<file path="src/rtl/bitmask_codec.sv">
module bitmask_codec #(
  parameter int DATA_W = 32
) (
  input  logic [1:0]        mode_sel,
  input  logic [DATA_W-1:0] operand,
  output logic [DATA_W-1:0] result,
  output logic              zero_flag
);
  localparam int IDX_W  = $clog2(DATA_W);
  localparam int HALF_W = DATA_W / 2;
  localparam int LANE_W = DATA_W / 4;
  localparam int POS_W  = IDX_W + 1;

  localparam logic [1:0] M_DEC_FULL = 2'b00;
  localparam logic [1:0] M_DEC_HALF = 2'b01;
  localparam logic [1:0] M_DEC_LANE = 2'b10;
  localparam logic [1:0] M_ENCODE   = 2'b11;

  logic [DATA_W-1:0] full_mask;
  logic [HALF_W-1:0] half_mask;
  logic [LANE_W-1:0] lane_mask;
  logic [POS_W-1:0]  top_pos;

  assign full_mask = {{(DATA_W-1){1'b0}}, 1'b1} << operand[IDX_W-1:0];
  assign half_mask = {{(HALF_W-1){1'b0}}, 1'b1} << operand[IDX_W-2:0];
  assign lane_mask = {{(LANE_W-1){1'b0}}, 1'b1} << operand[IDX_W-3:0];

  always_comb begin
    top_pos = '0;
    for (int i = 0; i < DATA_W; i++)
      if (operand[i]) top_pos = POS_W'(i + 1);
  end

  always_comb begin
    unique case (mode_sel)
      M_DEC_FULL: result = full_mask;
      M_DEC_HALF: result = {2{half_mask}};
      M_DEC_LANE: result = {4{lane_mask}};
      default:    result = {{(DATA_W-POS_W){1'b0}}, top_pos};
    endcase
  end

  assign zero_flag = ~|result;

  always_comb begin
    if (mode_sel == M_DEC_FULL)
      AST_FULL_ONEHOT: assert ($onehot(result));
    if (mode_sel == M_DEC_HALF)
      AST_HALF_MIRROR: assert (result[DATA_W-1:HALF_W] == result[HALF_W-1:0] && $onehot(result[HALF_W-1:0]));
    if (mode_sel == M_DEC_LANE)
      AST_LANE_MIRROR: assert (result[31:24] == result[7:0] && result[23:16] == result[7:0] && result[15:8] == result[7:0] && $onehot(result[7:0]));
    if (mode_sel == M_ENCODE)
      AST_ENC_RANGE: assert (result <= DATA_W);
    if (mode_sel == M_ENCODE && result != '0)
      AST_ENC_HIGHEST: assert (operand[result - 1] && (operand >> result) == '0);
    if (zero_flag)
      AST_ZERO_ONLY_EMPTY: assert (mode_sel == M_ENCODE && operand == '0);
  end
endmodule

</file>
<file path="config.mk">
export PLATFORM = sky130hd
export DESIGN_NAME = bitmask_codec
export DESIGN_NICKNAME = d
export VERILOG_FILES = /design/src/rtl/bitmask_codec.sv
export SDC_FILE = /design/constraint.sdc
export NUM_CORES = 1
export LEC_CHECK = 0
export CAP_MARGIN = 30
export CORE_AREA = 3 3 53 55
export DETAILED_ROUTE_END_ITERATION = 7
export DIE_AREA = 0 0 56 58
export GPL_ROUTABILITY_DRIVEN = 0
export PLACE_DENSITY = 0.9
export SLEW_MARGIN = 20
export SYNTH_ARGS = -nofsm -noshare
export SYNTH_HDL_FRONTEND = slang
export SYNTH_SLANG_ARGS = --single-unit
</file>
<file path="constraint.sdc">
create_clock -name vclk -period 5.5
set_clock_uncertainty 0.1 [all_clocks]
set_input_delay 1.1 -clock vclk [all_inputs]
set_output_delay 1.1 -clock vclk [all_outputs]
set_load 0.05 [all_outputs]
</file>
**Word level (Yosys, flattened, before mapping)**

Index checks and enable logic that the tools add are counted.

- Output and inout port bits: 33
- Input bits: 34
- Register bits after elaboration: 0

- Muxes and demuxes: 33
- Shift-type cells: 3
- Reduce and logical (&&, ||, !) cells: 3
- Eq/ne operators: 2

Operator list:

| operator | count |
|---|---|
| $mux 6 | 31 |
| $pmux 32 s3 | 1 |
| $reduce_or 32->1 | 1 |
| $shl 1x5->32 const A | 1 |
| $shl 1x4->16 const A | 1 |
| $shl 1x3->8 const A | 1 |
| $eq 2x1->1 const B | 1 |
| $eq 2x2->1 const B | 1 |
| $logic_not 2->1 | 1 |
| $logic_not 1->1 | 1 |
| $mux 1 | 1 |

**Longest topological paths before layout**

- Depth in word-level cells: 35
- Mapped depth: 7

**Least setup slack after synthesis**

No wires, ideal clock.

- Path kind: input port to output port
- Start point: input port operand[0]
- End point: output port zero_flag
- Path slack: 982 ps
- Arrival: 3,318 ps
- Stages: 6
- Required time: 4,300 ps
- Path through: buf_2 nor2b_4 nand2_1 o31ai_1 nor2_1 and4bb_1

- Elaborated cells on any way between the ends: 38
- Those cells by class: 3 x shift; 33 x mux; 2 x reduce/logical

RTL lines:

| what | line | source |
|---|---|---|
| start: declaration | 5 | `input logic [DATA_W-1:0] operand,` |
| $shl 1x3->8, or another cell as far along | 26 | `assign lane_mask = {{(LANE_W-1){1'b0}}, 1'b1} << operand[IDX_W-3:0];` |
| $pmux 32 s3 * | 35 | `unique case (mode_sel)` |
| via result[5] | 6 | `output logic [DATA_W-1:0] result,` |
| $reduce_or 32->1 * | 43 | `assign zero_flag = ~\|result;` |
| $logic_not 1->1 * | 43 |  |
| end: declaration | 7 | `output logic zero_flag` |

Mark *: on every way through the listed nets, which the timed path passes. The rest lies on a longest branch.

**Final worst setup path**

- Start point: input port operand[2]
- End point: output port zero_flag

- Word-level cells in the longest chain between the ends: 33
- Elaborated cells on any way between the ends: 36
- Those cells by class: 3 x shift; 31 x mux; 2 x reduce/logical

Ends and longest elaborated chain:

| what | line | source |
|---|---|---|
| $mux 6 (30 in a row) | 31 | `if (operand[i]) top_pos = POS_W'(i + 1);` |
| $pmux 32 s3 * | 35 |  |
| $reduce_or 32->1 * | 43 |  |
| $logic_not 1->1 * | 43 |  |

Every way passes the cells marked *; elsewhere a longest branch is shown, timed or not.

==> results.yml <==
run_status:
  status: "finished, final reports clean"
route:
  routed_via_density: 5.43
  dr.pass1.iters: 4
  drtIter0Drc: 38
  ant_nets: 0
  wire_per_inst_um: 12.7
  vias: 1266
  drt-total-wl_um: 2960
  drc_errors: 0
pwr:
  netSwitchingPower_mw: 0.0714
  power_density_mw_per_mm2: 83.3
  power_frac_clock_pct: 0
  power_frac_seq_pct: 0
  power.total_mw: 0.123
  p_int_mw: 0.0516
  switching_share_pct: 58.0
  ir_drop_mv: 0.0428
  power_frac_comb_pct: 100.0
  p_leak_nw: 0.491
critical_path:
  critPathKind: "in -> out"
  endpoint_kind: "output port"
  cp.arrival_ps: 3790
  cp_max_fo: 14
  start_kind: "primary input"
  crit_required_ps: 4300
synthesis:
  synth_area_leader_cell: "nor2_1"
  yosysTopAreaCellShare_pct: 20.0
  synth_common_cells: "43 x nor2_1, 10 x a21oi_1, 10 x nand2_1"
  synth.most_common_cell: "nor2_1"
  ys_top_cells_by_area: "nor2_1 20%, a21oi_1 6.2%, nor4_1 6.2%, nand2_1 4.7%, nor2b_1 3.1%"
  postSynthCellCount: 141
  synth_warnings: 0
  synth_area_um2: 807
  ys_seq_area_share_pct: 0
  synth.distinct_cells: 43
  avgSynthCellArea_um2: 5.72
  synth_nets: 175
sta:
  worst_pin_slew_ps: 624
  slew_viol_final: 0
  grt_setup_unrepaired: "false"
  period_needed_ps: 4990
  hold_violations: 0
  max-slew-margin-rel_pct: 58.4
  setup_tns_ps: 0
  setup_violations: 0
  min_period_over_period_pct: 90.7
  fmax_mhz: 201
  fin_ws_ps: 513
placement:
  dp.cells: 233
  io_buffers: 67
  hpwl_um: 2560
  post-place-ws_ps: 510
final_layout:
  nets: 239
  area_growth_pct: 82.8
  diodes: 0
  drive_gt1_share_pct: 4.43
  design.seq.count: 0
  num-clock-buffers: 0
  instances_no_fill: 233
  regArea_um2: 0
global_route:
  gr-usage-all-layers_pct: 17.9
  grt_max_degree: 15
  grt_pass1_wl_um: 5030
  antenna_found_initial: 0
  grt-ovfl-total: 0
  grt_pass1_vias: 1091
floorplanning:
  die_w_um: 56
  initial_core_util_pct: 33.2
  num_rows: 18
  dieArea_mm2: 0.00325
  fp.coreArea_mm2: 0.00243
  ioPinCount: 67
  die_h_um: 58
clock_network:
  post-cts-setup-buffers: 0
  cts_resized: 0
  cts.hold.buffers_added: 0
worst_hold_path:
  hold_end: "result[5]"
  min_path_type: "in -> out"
  hold_depth: 4
  hp-start: "mode_sel[0]"
job:
  maxCapViolCount: 0
## cell usage in the layout (no fill, tap or decap), types with 4 or more instances in the layout
cell type / count
nand2_1: 10
inv_1: 5
o21ai_0: 5
nor3_1: 5
a21oi_1: 10
nor2_1: 43
clkdlybuf4s50_1: 67
o21ai_1: 4
nor4_1: 8
nor2b_1: 4
## area by class of cell
type	count	area [µm²]
inverter	5	18.8
timing repair buffer	67	671
tap	30	37.5
multi-input combinational	131	748
fill	234	957
## worst max path at each step
stage,cells after the start,to,slack (ps),from
after global routing,8,zero_flag,220,operand[2]
after floorplan,6,zero_flag,980,operand[0]
after detailed placement,8,zero_flag,510,operand[3]
final,8,zero_flag,510,operand[2]
after global placement,8,zero_flag,500,operand[2]
after CTS,8,zero_flag,510,operand[3]
## per-layer routing
layer / GRT usage, % / up-vias / part of all wire [%]
met5: 0 / - / 0
met1: 23.9 / 551 / 42
met4: 2.03 / 0 / 1.4
met3: 2.00 / 4 / 8.0
met2: 31.9 / 64 / 48
li1: - / 647 / -
## worst max-delay path: stages
cell,delay (ps)
clkdlybuf4s50_1,740
a21boi_0,150
o21a_1,190
o22a_2,190
o21ai_0,130
nor4bb_1,260
and4bb_1,220
clkdlybuf4s50_1,800
## cell families after synthesis
logic type	count (synthesis)	share of synthesized area, %
and+or+nand+nor	87	53.8
AOI/OAI and AO/OA	44	38.9
buffers and inverters	10	7.29
## stage by stage
| step | instance area [µm²] | hold WS [ps] | util (%) |
|---|---|---|---|
| 2_1_floorplan | 807 | 2390 | - |
| 3_3_place_gp | 1480 | 3510 | 60.6 |
| 5_1_grt | 1480 | 3560 | 60.6 |
| 4_1_cts | 1480 | 3520 | 60.6 |
| 3_5_place_dp | 1480 | 3520 | 60.6 |
| 6_report | 1480 | 3520 | 60.6 |
## power by group through the flow
stage	Combinational [mW]	Sequential [mW]	Clock, mW
after floorplan	0.0696	0	0
after global placement	0.122	0	0
after detailed placement	0.123	0	0
after CTS	0.123	0	0
after global routing	0.132	0	0
final	0.123	0	0
Note: power is estimated with default switching activity, not from simulation.
